--- config.mk ---
export PLATFORM = sky130hd
export DESIGN_NAME = completion_queue
export DESIGN_NICKNAME = d
export VERILOG_FILES = /design/src/rtl/cq_pkg.sv /design/src/rtl/cq_entries.sv /design/src/rtl/cq_retire_sel.sv /design/src/rtl/cq_alloc_gate.sv /design/src/rtl/completion_queue.sv
export SDC_FILE = /design/constraint.sdc
export NUM_CORES = 1
export LEC_CHECK = 0
export ABC_AREA = 1
export BUFFER_PORTS_ARGS = -buffer_cell sky130_fd_sc_hd__buf_2
export CAP_MARGIN = 20
export CORE_MARGIN = 2
export CORE_UTILIZATION = 45
export CTS_BUF_LIST = sky130_fd_sc_hd__clkbuf_8
export DETAILED_ROUTE_END_ITERATION = 12
export SYNTH_ARGS = -nofsm -noshare
export SYNTH_HDL_FRONTEND = slang
export SYNTH_SLANG_ARGS = --single-unit
--- constraint.sdc ---
create_clock -name clk -period 17.1 [get_ports clk]
set_input_delay 3.42 -clock clk [delete_from_list [all_inputs] [get_ports clk]]
set_output_delay 3.42 -clock clk [all_outputs]
set_load 0.03 [all_outputs]
--- src/rtl/cq_pkg.sv ---
package cq_pkg;
  // State kept per slot.
  typedef struct packed {
    logic vld;    // slot holds a live record
    logic done;   // execution reported back
    logic exc;    // reported with a fault
    logic is_br;  // record is a branch
    logic unres;  // branch outcome not yet reported
  } cq_entry_t;
endpackage

--- src/rtl/cq_entries.sv ---
module cq_entries
  import cq_pkg::*;
#(
  parameter int DEPTH     = 16,
  parameter int LANES     = 3,
  parameter int FIN_PORTS = 3,
  parameter int TAG_W     = 4
) (
  input  logic                                clk,
  input  logic                                rst_n,
  input  logic [LANES-1:0]                    wr_en,
  input  logic [LANES-1:0][TAG_W-1:0]         wr_slot,
  input  logic [LANES-1:0]                    wr_br,
  input  logic [FIN_PORTS-1:0]                fin_en,
  input  logic [FIN_PORTS-1:0][TAG_W-1:0]     fin_slot,
  input  logic [FIN_PORTS-1:0]                fin_exc,
  input  logic                                br_en,
  input  logic [TAG_W-1:0]                    br_slot,
  input  logic [DEPTH-1:0]                    kill,
  input  logic [DEPTH-1:0]                    drop,
  output cq_entry_t [DEPTH-1:0]               ent
);

  for (genvar s = 0; s < DEPTH; s++) begin : g_slot
    cq_entry_t q;
    logic a_hit, a_br, f_hit, f_exc, b_hit;

    always_comb begin
      a_hit = 1'b0;
      a_br  = 1'b0;
      for (int l = 0; l < LANES; l++) begin
        if (wr_en[l] && wr_slot[l] == TAG_W'(s)) begin
          a_hit = 1'b1;
          a_br  = wr_br[l];
        end
      end
      f_hit = 1'b0;
      f_exc = 1'b0;
      for (int p = 0; p < FIN_PORTS; p++) begin
        if (fin_en[p] && fin_slot[p] == TAG_W'(s)) begin
          f_hit = 1'b1;
          f_exc = f_exc | fin_exc[p];
        end
      end
      b_hit = br_en && (br_slot == TAG_W'(s));
    end

    always_ff @(posedge clk) begin
      if (!rst_n) begin
        q <= '0;
      end else if (kill[s] || drop[s]) begin
        q.vld <= 1'b0;
      end else if (a_hit) begin
        q.vld   <= 1'b1;
        q.done  <= 1'b0;
        q.exc   <= 1'b0;
        q.is_br <= a_br;
        q.unres <= a_br;
      end else if (q.vld) begin
        if (f_hit || b_hit) q.done <= 1'b1;
        if (f_hit) q.exc <= q.exc | f_exc;
        if (b_hit) q.unres <= 1'b0;
      end
    end

    assign ent[s] = q;
  end

endmodule

--- src/rtl/cq_retire_sel.sv ---
module cq_retire_sel #(
  parameter int DEPTH = 16,
  parameter int LANES = 3,
  parameter int TAG_W = 4,
  parameter int PTR_W = 5
) (
  input  logic [DEPTH-1:0] done_vec,
  input  logic [DEPTH-1:0] exc_vec,
  input  logic [TAG_W-1:0] head_tag,
  input  logic [PTR_W-1:0] occ,
  output logic [LANES-1:0] ret_valid,
  output logic [PTR_W-1:0] ret_cnt,
  output logic             head_exc
);

  always_comb begin
    logic             run;
    logic             ok;
    logic [TAG_W-1:0] slot;
    run     = 1'b1;
    ret_cnt = '0;
    for (int i = 0; i < LANES; i++) begin
      slot = head_tag + TAG_W'(i);
      ok   = run && (PTR_W'(i) < occ) && done_vec[slot] && !exc_vec[slot];
      ret_valid[i] = ok;
      if (ok) ret_cnt = ret_cnt + PTR_W'(1);
      run = ok;
    end
    head_exc = (occ != '0) && done_vec[head_tag] && exc_vec[head_tag];
  end

endmodule

--- src/rtl/cq_alloc_gate.sv ---
module cq_alloc_gate #(
  parameter int LANES  = 3,
  parameter int MAX_BR = 3,
  parameter int TAG_W  = 4,
  parameter int CNT_W  = 5
) (
  input  logic [LANES-1:0]            req,
  input  logic [LANES-1:0]            req_br,
  input  logic [CNT_W-1:0]            free_cnt,
  input  logic [CNT_W-1:0]            br_pending,
  input  logic                        block,
  output logic                        ready,
  output logic                        fire,
  output logic [LANES-1:0][TAG_W-1:0] lane_off
);

  always_comb begin
    int n;
    int nb;
    n  = 0;
    nb = 0;
    for (int l = 0; l < LANES; l++) begin
      lane_off[l] = TAG_W'(n);
      if (req[l]) n = n + 1;
      if (req[l] && req_br[l]) nb = nb + 1;
    end
    ready = !block && (n <= int'(free_cnt)) && (int'(br_pending) + nb <= MAX_BR);
    fire  = ready && (|req);
  end

endmodule

--- src/rtl/completion_queue.sv ---
module completion_queue
  import cq_pkg::*;
#(
  parameter int  DEPTH     = 16,
  parameter int  LANES     = 3,
  parameter int  FIN_PORTS = 3,
  parameter int  MAX_BR    = 3,
  localparam int TAG_W     = $clog2(DEPTH),
  localparam int PTR_W     = TAG_W + 1,
  localparam int CNT_W     = $clog2(DEPTH + 1)
) (
  input  logic                            clk,
  input  logic                            rst_n,
  input  logic [LANES-1:0]                alloc_valid,
  input  logic [LANES-1:0]                alloc_is_br,
  output logic                            alloc_ready,
  output logic [TAG_W-1:0]                alloc_tag,
  input  logic [FIN_PORTS-1:0]            fin_valid,
  input  logic [FIN_PORTS-1:0][TAG_W-1:0] fin_tag,
  input  logic [FIN_PORTS-1:0]            fin_exc,
  input  logic                            br_valid,
  input  logic [TAG_W-1:0]                br_tag,
  input  logic                            br_mispredict,
  output logic [LANES-1:0]                ret_valid,
  output logic [TAG_W-1:0]                ret_tag,
  output logic [CNT_W-1:0]                free_cnt,
  output logic                            exc_valid,
  output logic                            flush_valid,
  output logic                            flush_all,
  output logic [TAG_W-1:0]                flush_tag
);

  // Pointers carry one wrap bit above the slot index.
  logic [PTR_W-1:0] head_q, tail_q, occ;
  logic [TAG_W-1:0] head_tag, tail_tag, dist_br;

  cq_entry_t [DEPTH-1:0]        ent;
  logic [DEPTH-1:0]             done_vec, exc_vec, kill, drop;
  logic [CNT_W-1:0]             br_pending;
  logic [PTR_W-1:0]             ret_cnt;
  logic                         head_exc, misp, fire, gate_ready;
  logic [LANES-1:0][TAG_W-1:0]  lane_off, wr_slot;
  logic [LANES-1:0]             wr_en;

  logic             exc_q, flush_q, flush_all_q;
  logic [TAG_W-1:0] flush_tag_q;

  assign head_tag = head_q[TAG_W-1:0];
  assign tail_tag = tail_q[TAG_W-1:0];
  assign occ      = tail_q - head_q;
  assign free_cnt = CNT_W'(DEPTH) - CNT_W'(occ);

  always_comb begin
    br_pending = '0;
    for (int s = 0; s < DEPTH; s++) begin
      done_vec[s] = ent[s].done;
      exc_vec[s]  = ent[s].exc;
      if (ent[s].vld && ent[s].is_br && ent[s].unres) br_pending = br_pending + CNT_W'(1);
    end
  end

  cq_retire_sel #(
    .DEPTH(DEPTH), .LANES(LANES), .TAG_W(TAG_W), .PTR_W(PTR_W)
  ) u_sel (
    .done_vec (done_vec),
    .exc_vec  (exc_vec),
    .head_tag (head_tag),
    .occ      (occ),
    .ret_valid(ret_valid),
    .ret_cnt  (ret_cnt),
    .head_exc (head_exc)
  );

  // Mispredict applies only to a live branch and loses to a head fault.
  assign misp    = br_valid && br_mispredict && ent[br_tag].vld && !head_exc;
  assign dist_br = br_tag - head_tag;

  always_comb begin
    logic [TAG_W-1:0] ds;
    kill = '0;
    for (int s = 0; s < DEPTH; s++) begin
      ds = TAG_W'(s) - head_tag;
      if (head_exc) kill[s] = ent[s].vld;
      else if (misp && ent[s].vld && ds > dist_br) kill[s] = 1'b1;
    end
    drop = '0;
    for (int i = 0; i < LANES; i++) begin
      if (ret_valid[i]) drop[head_tag + TAG_W'(i)] = 1'b1;
    end
  end

  cq_alloc_gate #(
    .LANES(LANES), .MAX_BR(MAX_BR), .TAG_W(TAG_W), .CNT_W(CNT_W)
  ) u_gate (
    .req       (alloc_valid),
    .req_br    (alloc_is_br),
    .free_cnt  (free_cnt),
    .br_pending(br_pending),
    .block     (head_exc || misp),
    .ready     (gate_ready),
    .fire      (fire),
    .lane_off  (lane_off)
  );

  always_comb begin
    for (int l = 0; l < LANES; l++) begin
      wr_slot[l] = tail_tag + lane_off[l];
      wr_en[l]   = fire && alloc_valid[l];
    end
  end

  cq_entries #(
    .DEPTH(DEPTH), .LANES(LANES), .FIN_PORTS(FIN_PORTS), .TAG_W(TAG_W)
  ) u_ent (
    .clk     (clk),
    .rst_n   (rst_n),
    .wr_en   (wr_en),
    .wr_slot (wr_slot),
    .wr_br   (alloc_is_br),
    .fin_en  (fin_valid),
    .fin_slot(fin_tag),
    .fin_exc (fin_exc),
    .br_en   (br_valid),
    .br_slot (br_tag),
    .kill    (kill),
    .drop    (drop),
    .ent     (ent)
  );

  always_ff @(posedge clk) begin
    if (!rst_n) begin
      head_q <= '0;
      tail_q <= '0;
    end else begin
      head_q <= head_q + ret_cnt;
      if (head_exc)  tail_q <= head_q;
      else if (misp) tail_q <= head_q + PTR_W'(dist_br) + PTR_W'(1);
      else if (fire) tail_q <= tail_q + PTR_W'(lane_off[LANES-1]) + PTR_W'(alloc_valid[LANES-1]);
    end
  end

  always_ff @(posedge clk) begin
    if (!rst_n) begin
      exc_q       <= 1'b0;
      flush_q     <= 1'b0;
      flush_all_q <= 1'b0;
      flush_tag_q <= '0;
    end else begin
      exc_q       <= head_exc;
      flush_q     <= head_exc || misp;
      flush_all_q <= head_exc;
      flush_tag_q <= head_exc ? head_tag : br_tag;
    end
  end

  assign alloc_ready = gate_ready;
  assign alloc_tag   = tail_tag;
  assign ret_tag     = head_tag;
  assign exc_valid   = exc_q;
  assign flush_valid = flush_q;
  assign flush_all   = flush_all_q;
  assign flush_tag   = flush_tag_q;

endmodule

; ---- After elaboration in Yosys (flattened, before gate mapping)
; Index checks and enable logic that the tools add are counted.
[word_totals]
regBits = 96
input_bits = 32
out_inout_bits = 24
elab_cells = 1116
[classes]
add_sub_neg = 50
order_cmp = 28
n_eq_ne = 105
n_mux = 388
bitwise_logic = 67
reduce_logical = 393
[ops]
columns = op, n
row1 = 1-bit two-way mux, 317
row2 = 4-bit == test (second input constant), 56
row3 = 1-bit logical AND, 201
row4 = 3-bit AND reduction, 48
row5 = 32-bit two-way mux, 4
row6 = 2-bit nonzero test, 64
row7 = 4-bit by 3-bit == test with 1-bit output (second input constant), 28
row8 = 5-bit two-way mux, 21
row9 = 5-bit by 1-bit adder with 5-bit output (second input constant), 18
row10 = 32-bit by 2-bit adder with 32-bit output (second input constant), 2
row11 = 4-bit greater-than comparator, 16
row12 = 2-bit two-way mux, 32
row13 = 4-bit by 2-bit == test with 1-bit output (second input constant), 14
row14 = 16-bit two-way mux, 3
row15 = 1-bit OR, 48
row16 = 1-bit logical OR, 33
row17 = 6-bit by 32-bit adder with 32-bit output, 1
row18 = 32-bit by 3-bit <= comparator with 1-bit output (second input constant), 1
row19 = 32-bit by 6-bit <= comparator with 1-bit output, 1
row20 = 16-bit OR, 2
row21 = 2-bit AND reduction, 16
row22 = 2-bit OR reduction, 16
row23 = 4-bit subtractor (first input constant), 8
row24 = 4-bit by 1-bit == test with 1-bit output (second input constant), 7
row25 = 27 further kinds, 74

; ---- Longest topological paths before layout
; Gate-level depths: netlist (run 1).
[logic_depth]
word_depth = 44
depth_mapped = 71

; ---- Hierarchy
; Synthesis (run 1) repeated with hierarchy kept, for this count alone.
[unflattened]
cells_unflattened = 2075
area_unflattened_um2 = 12334.3
[modules_own_cells]
columns = mod, n_inst, cells_each, area_per_inst_um2
row1 = completion_queue, 1, 973, 5828.1
row2 = cq_entries, 1, 841, 5019.8
row3 = cq_retire_sel, 1, 191, 1038.5
row4 = cq_alloc_gate, 1, 70, 447.9

; ---- Worst setup path after synthesis (run 1)
; Ideal clock, no wire load.
[synth_timing]
kind = register -> output
start = reg u_ent.g_slot[0].q, in the netlist u_ent.ent[4]
end = out alloc_ready
arrival_time_ns = 7.551
t_required_ns = 13.680
slack_ns = 6.129
stages_incl_launch_ff = 63
path_buffers = 2
path_cell_list = dfxtp_1 nand3_1 inv_1 ha_1 nand4_1 nand2_2 inv_1 ha_1 nand2_1 nand2_1 xnor2_1 nand2_1 o21ai_0 inv_1 ha_1 nand2_1 nand2_1 nand2_2 [... 27 more ...] nand2_1 nand2_1 nand2_1 inv_1 ha_1 nand2_1 nand3b_1 nand2_1 inv_1 ha_1 nand3_1 and2_1 nand3b_1 nand2_1 nand3_1 nor2_2 buf_4 buf_6
[synth_between]
elab_chain_len = 36
elab_cells_between_ends = 43
cone_classes = add/sub (16) / order compare (1) / mux (18) / reduce/logical (8)
[synth_lines]
columns = element, line_no
row1 = from (decl), cq_entries.sv:25  ; cq_entry_t q;
row2 = 1-bit logical AND (2 in series), completion_queue.sv:58  ; if (ent[s].vld && ent[s].is_br && ent[s].unres) br_pending = br_pending + CNT_W'(1);
row3 = 1-bit two-way mux, completion_queue.sv:58
row4 = 5-bit by 1-bit adder with 5-bit output, completion_queue.sv:58
row5 = 5-bit two-way mux, completion_queue.sv:58
row6 = 5-bit by 1-bit adder with 5-bit output, completion_queue.sv:58
row7 = 5-bit two-way mux, completion_queue.sv:58
row8 = 5-bit by 1-bit adder with 5-bit output, completion_queue.sv:58
row9 = 5-bit two-way mux, completion_queue.sv:58
row10 = [... 19 more ...], -
row11 = 5-bit two-way mux, completion_queue.sv:58
row12 = 5-bit by 1-bit adder with 5-bit output, completion_queue.sv:58
row13 = 5-bit two-way mux, completion_queue.sv:58
row14 = 5-bit by 1-bit adder with 5-bit output, completion_queue.sv:58
row15 = 5-bit two-way mux, completion_queue.sv:58
row16 = 6-bit by 32-bit adder with 32-bit output, cq_alloc_gate.sv:27  ; ready = !block && (n <= int'(free_cnt)) && (int'(br_pending) + nb <= MAX_BR);
row17 = 32-bit by 3-bit <= comparator with 1-bit output, cq_alloc_gate.sv:27
row18 = 1-bit logical AND (*), cq_alloc_gate.sv:27
row19 = to (decl), completion_queue.sv:16  ; output logic alloc_ready,
; Every way passes the cells marked *; elsewhere a longest branch is shown, timed or not. The select of a mux whose other input is x is not followed.

; ---- Final worst setup path (run 1)
; Same ends and word-level chain as after synthesis.

==> impl_metrics.csv, run 1 <==
group,metric,value,unit
global_routing,grt_use_total,0.3347,
route,firstDrtPassIters,6,
hold_path,hold_depth,2,
route,drc,0,
timing,fin_setup_tns,0,ps
run,max_cap_violations,0,
global_routing,grt_pass1_wl,68490,um
route,wl_per_cell,19.65,um
route,drt_iter0_drc,1410,
floorplanning,fp.dieW,164.3,um
clock_tree,cts_htree_levels,3,
place,gp_congestion,1.031,
worst_setup_path,start_kind,"register",
floorplanning,die-area,26980,sq um
worst_setup_path,cpMostUsedCell,"nand2_1",
clock_tree,cts_buffers,9,
pwr,swShare,0.5639,
hold_path,hold_end,"u_ent.ent[76]",
worst_setup_path,ff2ff_setup_slack,7270,ps
route,via_count,13290,
synth,yosysSeqAreaShare,0.1663,
synth,ys.flop_type,"dfxtp_1",
finish,most-common-layout-cells,"433 x nand2_1, 273 x inv_1, 225 x nand3_1",
global_routing,gr-total-overflow,0,
floorplanning,rows,58,
timing,drv_slew,0,
place,io_buffer_count,55,
timing,finalCriticalPeriod,12440,ps
finish,fillCellCount,2796,
floorplanning,die-height,164.3,um
global_routing,grt_pass1_vias,11870,
pwr,p_seq_frac,0.233,
pwr,power.density,98.72,nW/um^2
pwr,pwr-share-clk,0.135,
clock_tree,cts_hold_buf,0,
synth,yosysWarnings,0,
worst_setup_path,cp.required,13680,ps
pwr,combinationalPowerShare,0.632,
pwr,power.internal,0.5311,mW
synth,synth_edf_count,0,
synth,syn_area_per_cell,6.004,sq um
clock_tree,ctsRootBufferMaster,"clkbuf_8",
timing,fmax,0.08038,GHz
pwr,ir_drop,0.1842,mV
synth,netlist_area,11560,sq um
worst_setup_path,cp_slowest_cell,"dfxtp_1",
clock_tree,cts.repair.resized,0,
worst_setup_path,cp-end-kind,"primary output",
synth,synthCells,1925,
finish,final_core_util,0.4899,
floorplanning,core_area,25180,sq um
hold_path,hp-start,"u_ent.ent[76]",
place,dp_hpwl,37020,um
route,routed_wirelength,45120,um
finish,insertedDiodeCount,0,
worst_setup_path,cpPeakStageDelay,360,ps
timing,period_share,0.7275,
clock_tree,cts.sinks,96,
finish,finalNonFillerCells,2296,
clock_tree,clkSlewWorstSetupHoldPaths,90,ps
worst_setup_path,arrival,9020,ps
timing,hold_violations,0,
floorplanning,ios,56,
place,placedCellCount,2279,
synth,ys_seq_elements,96,
global_routing,globalRouteMet3Util,0.06364,
timing,worstMarginPinSlew,1104,ps
route,via_per_inst,5.790,
timing,skew,19.04,ps
worst_setup_path,cp_top_family,"simple AND/OR/NAND/NOR gates",
pwr,power.switching,0.6868,mW
synth,synth.distinct_cells,58,
global_routing,busiest_layer,"met2",
global_routing,grt_max_degree,56,
finish,final_common_cell,"nand2_1",
finish,syn_to_final_growth,6.733,%
global_routing,grtUsageMet1,0.4696,
clock_tree,cts_tree,"built",
run_status,outcome,"finished, final reports clean",
worst_setup_path,reg2reg_depth,69,
clock_tree,cts_setup_buffers,0,
global_routing,antenna_found_initial,0,
worst_setup_path,r2r-start,"u_ent.ent[4]",
place,pre_cts_slack,5136,ps
worst_setup_path,critPathBufInv,8,
timing,slew_headroom,0.2605,
hold_path,hp-class,"reg -> reg",
worst_setup_path,path_class,"reg -> out",
place,place_area,12120,sq um
worst_setup_path,r2r_end,"u_ent.ent[30]",
pwr,p_leak,6.105,nW
route,drtAntennaViolNets,0,
finish,final_nets,2100,
clock_tree,clk_latency,390,ps
synth,syn_nets,2064,
timing,setup_ws,4660,ps
floorplanning,start_util,0.4590,
finish,final_cell_area,12340,sq um
timing,grt_setup_unrepaired,"false",
global_routing,use_met2,0.5148,
timing,finalSetupViolCount,0,
clock_tree,clockBufferDepth,2,
worst_setup_path,crit_cells,62,
synth,async_flop_share,0,
worst_setup_path,crit_fanout,29,
finish,drive_gt1_frac,0.08444,
-- routing by layer --
layer | vias to the layer above | wire length, um
met4 | 0 | 1292
met1 | 6127 | 20380
li1 | 6528 | -
met5 | - | 0
met2 | 570 | 19430
met3 | 69 | 4017
-- metrics by stage --
stage	power [mW]	hold WS, ps
floorplan	0.8216	419.2
global placement	1.030	433.3
detailed placement	1.034	445.4
CTS	1.196	460.8
global route	1.300	479.9
finish	1.218	462.5
-- worst register-to-register path, delay by kind of cell (launching register included) --
kind | cells | cell delay, ps
fa+ha+maj | 9 | 2310
buf+inv | 8 | 810
xor+xnor | 1 | 160
simple gates | 49 | 5950
flops | 1 | 360
compound gates | 2 | 200
-- cell type report --
type	count	area, sq um	share of cell area
multi-input combinational	1491	8298	0.6726
sequential	96	1923	0.1559
clock buffer	10	137.6	0.01116
inverter	292	1097	0.08895
clock inverter	6	67.56	0.005477
tap	330	412.9	0.03347
timing repair buffer	71	400.4	0.03245
-- logic make-up (layout without fill, tap and decap cells) --
group / count (synthesis) / after routing / synth area share
and+or+nand+nor: 1050 / 1050 / 0.4184
buffers and inverters: 338 / 379 / 0.1158
AOI/OAI and AO/OA: 304 / 304 / 0.1558
xor gates and xnor gates: 30 / 30 / 0.02273
DFF: 96 / 96 / 0.1663
adders and majority gates: 107 / 107 / 0.1210
-- power groups by stage --
stage / combinational, mW / clock, mW / sequential, mW
after CTS: 0.749 / 0.164 / 0.283
after floorplan: 0.545 / 0 / 0.276
after detailed placement: 0.745 / 0 / 0.289
after global routing: 0.839 / 0.173 / 0.287
after global placement: 0.742 / 0 / 0.288
final: 0.770 / 0.164 / 0.284
-- Yosys cell counts, drive strengths merged (3+ instances only) --
cell / n / area share
clkinv: 11 / 0.0037
xor2: 16 / 0.012
o221ai: 13 / 0.0099
o21ai: 89 / 0.039
buf: 19 / 0.012
a221oi: 5 / 0.0038
fa: 8 / 0.014
a311oi: 3 / 0.0023
a31oi: 25 / 0.014
xnor2: 14 / 0.011
and2: 5 / 0.0027
o211ai: 12 / 0.0078
nand4: 81 / 0.048
inv: 281 / 0.091
o311ai: 5 / 0.0038
or2: 9 / 0.0049
nand3: 245 / 0.12
ha: 99 / 0.11
nand3b: 9 / 0.0058
nand2: 456 / 0.15
a211oi: 10 / 0.0065
a21o: 3 / 0.0019
nor2: 213 / 0.072
o21a: 3 / 0.0019
a21oi: 113 / 0.049
nor3: 24 / 0.010
o32ai: 5 / 0.0038
clkbuf: 27 / 0.0088
a2111oi: 4 / 0.0030
dfxtp: 96 / 0.17
a22oi: 4 / 0.0026
-- worst max-delay path by stage --
| stage | startpoint | endpoint |
|---|---|---|
| 2_1_floorplan | u_ent.ent[4] | alloc_ready |
| 3_3_place_gp | u_ent.ent[4] | alloc_ready |
| 3_5_place_dp | u_ent.ent[4] | alloc_ready |
| 4_1_cts | u_ent.ent[4] | alloc_ready |
| 5_1_grt | u_ent.ent[4] | alloc_ready |
| 6_report | u_ent.ent[4] | alloc_ready |
-- sequential cells by signal, summed over array words and instances (netlist names) --
| name | count |
|---|---|
| u_ent.ent | 80 |
| head_q | 5 |
| tail_q | 5 |
| flush_tag | 4 |
| flush_all | 1 |
| flush_valid | 1 |
Power figures use the tool's default switching activity.
==> run 2, diff against run 1 <==
Clock period 17.1 ns to 11.95 ns, I/O delays scaled along.
==> run 2 against run 1 <==
Net effect:
- first-iteration DRC count rose by 31%
- total power rose by 42%
- non-clock buffer count fell by 1
- worst hold slack improved by 0.65 ps
- sequential power rose by 43%
- highest routed layer unchanged
- routed wire length fell by 1.4%
- largest power group unchanged
- combinational power rose by 43%
- critical endpoint unchanged
- core utilization fell by 0.070 points
- clock-buffer cell count did not move
- setup slack got worse by 3700 ps
- clock power rose by 37%
==> impl_metrics.csv, run 2 (synthesis gave the netlist of run 1 again) <==
group,metric,value,unit
timing,setup_ws,931.7,ps
worst_setup_path,cpPeakStageDelay,500,ps
clock_tree,cts_buffers,9,
clock_tree,clk_latency,390,ps
route,routed_wirelength,44490,um
finish,largest_register_ffs,80,
worst_setup_path,r2r-start,"u_ent.ent[4]",
clock_tree,cts.sinks,96,
clock_tree,clkSlewWorstSetupHoldPaths,100,ps
floorplanning,ios,56,
timing,finalSetupViolCount,0,
place,gp_congestion,1.033,
pwr,ir_drop,0.2397,mV
worst_setup_path,crit_start,"u_ent.ent[4]",
timing,period_share,0.9220,
finish,syn_to_final_growth,6.581,%
place,dp_hpwl,36340,um
timing,finalCriticalPeriod,11020,ps
route,via_per_inst,5.821,
timing,drv_slew,0,
timing,hold_violations,0,
place,pre_cts_slack,1302,ps
hold_path,hp-start,"u_ent.ent[76]",
pwr,power.density,140.1,nW/um^2
global_routing,gr-total-overflow,0,
finish,drive_gt1_frac,0.08499,
global_routing,globalRouteMet3Util,0.07828,
route,drtAntennaViolNets,0,
worst_setup_path,arrival,8630,ps
place,io_buffer_count,55,
finish,final_common_cell,"nand2_1",
worst_setup_path,cp_top_family,"simple AND/OR/NAND/NOR gates",
global_routing,use_met2,0.4968,
floorplanning,core_area,25180,sq um
clock_tree,clockBufferDepth,2,
route,drt_iter0_drc,1846,
timing,fin_setup_tns,0,ps
floorplanning,start_util,0.4590,
worst_setup_path,cp_slowest_cell,"fa_1",
clock_tree,cts_htree_levels,3,
worst_setup_path,cpMostUsedCell,"nand2_1",
global_routing,grt_max_degree,57,
route,firstDrtPassIters,6,
floorplanning,die-height,164.3,um
finish,fillCellCount,2715,
worst_setup_path,critPathBufInv,7,
hold_path,hold_depth,2,
finish,most-common-layout-cells,"433 x nand2_1, 272 x inv_1, 225 x nand3_1",
worst_setup_path,crit_cells,58,
timing,grt_setup_unrepaired,"false",
run,max_cap_violations,0,
floorplanning,fp.dieW,164.3,um
worst_setup_path,cp-end-kind,"primary output",
global_routing,grt_pass1_vias,11860,
timing,fmax,0.09076,GHz
hold_path,hp-class,"reg -> reg",
finish,insertedDiodeCount,0,
pwr,p_leak,6.097,nW
floorplanning,die-area,26980,sq um
worst_setup_path,crit_fanout,4,
global_routing,grtUsageMet1,0.4637,
timing,slew_headroom,0.3093,
global_routing,grt_use_total,0.3303,
worst_setup_path,cp.required,9560,ps
worst_setup_path,reg2reg_depth,66,
floorplanning,rows,58,
route,via_count,13360,
clock_tree,ctsRootBufferMaster,"clkbuf_8",
global_routing,grt_pass1_wl,68100,um
global_routing,antenna_found_initial,0,
route,wl_per_cell,19.38,um
global_routing,busiest_layer,"met2",
finish,final_nets,2099,
run_status,outcome,"finished, final reports clean",
worst_setup_path,start_kind,"register",
route,drc,0,
worst_setup_path,path_class,"reg -> out",
clock_tree,cts_tree,"built",
timing,skew,12.92,ps
timing,worstMarginPinSlew,1029,ps
==> run 2: layout make-up <==
type | instances | area (sq um) | share of cell area
inverter | 292 | 1097 | 0.08907
clock buffer | 10 | 137.6 | 0.01117
clock inverter | 6 | 60.06 | 0.004875
tap | 330 | 412.9 | 0.03352
timing repair buffer | 70 | 390.4 | 0.03169
multi-input combinational | 1491 | 8298 | 0.6736
sequential | 96 | 1923 | 0.1561
==> run 2: stage by stage <==
| stage | std cells | util | power [mW] | hold WS [ps] | cell area (sq um) |
|---|---|---|---|---|---|
| after floorplan | 1925 | - | 1.176 | 419.2 | 11560 |
| after global placement | 2278 | 0.4810 | 1.467 | 443.7 | 12110 |
| after detailed placement | 2278 | 0.4810 | 1.474 | 441.8 | 12110 |
| after CTS | 2294 | 0.4888 | 1.697 | 458.0 | 12310 |
| after global routing | 2295 | 0.4892 | 1.844 | 491.4 | 12320 |
| final | 2295 | 0.4892 | 1.726 | 463.1 | 12320 |
==> run 2: per-layer routing <==
metal	up-vias	share of wire
met1	6145	0.44
met2	627	0.42
met3	80	0.11
met5	-	0
li1	6507	-
met4	0	0.033
==> run 2: path summary, 6_finish.rpt <==
path	end	slack, ps
max	alloc_ready	930
min	u_ent.ent[76]	460
max reg2reg	u_ent.ent[30]	2070
min reg2reg	u_ent.ent[76]	460
==> run 2: worst min-delay path: cells and delay by family (launching register included) <==
family        cells  cell delay [ps]
flops             1              330
simple gates      2              100
==> run 2: where the power goes <==
group          internal, mW  switching (mW)  total, mW
registers             0.358          0.0466      0.405
clock network        0.0863           0.137      0.224
logic                 0.299           0.799       1.10
==> run 2: timing repair <==
action                     CTS  global route
buffers inserted             0             1
setup endpoints to repair    0             1
resized for setup            0             1
hold buffers                 0             0
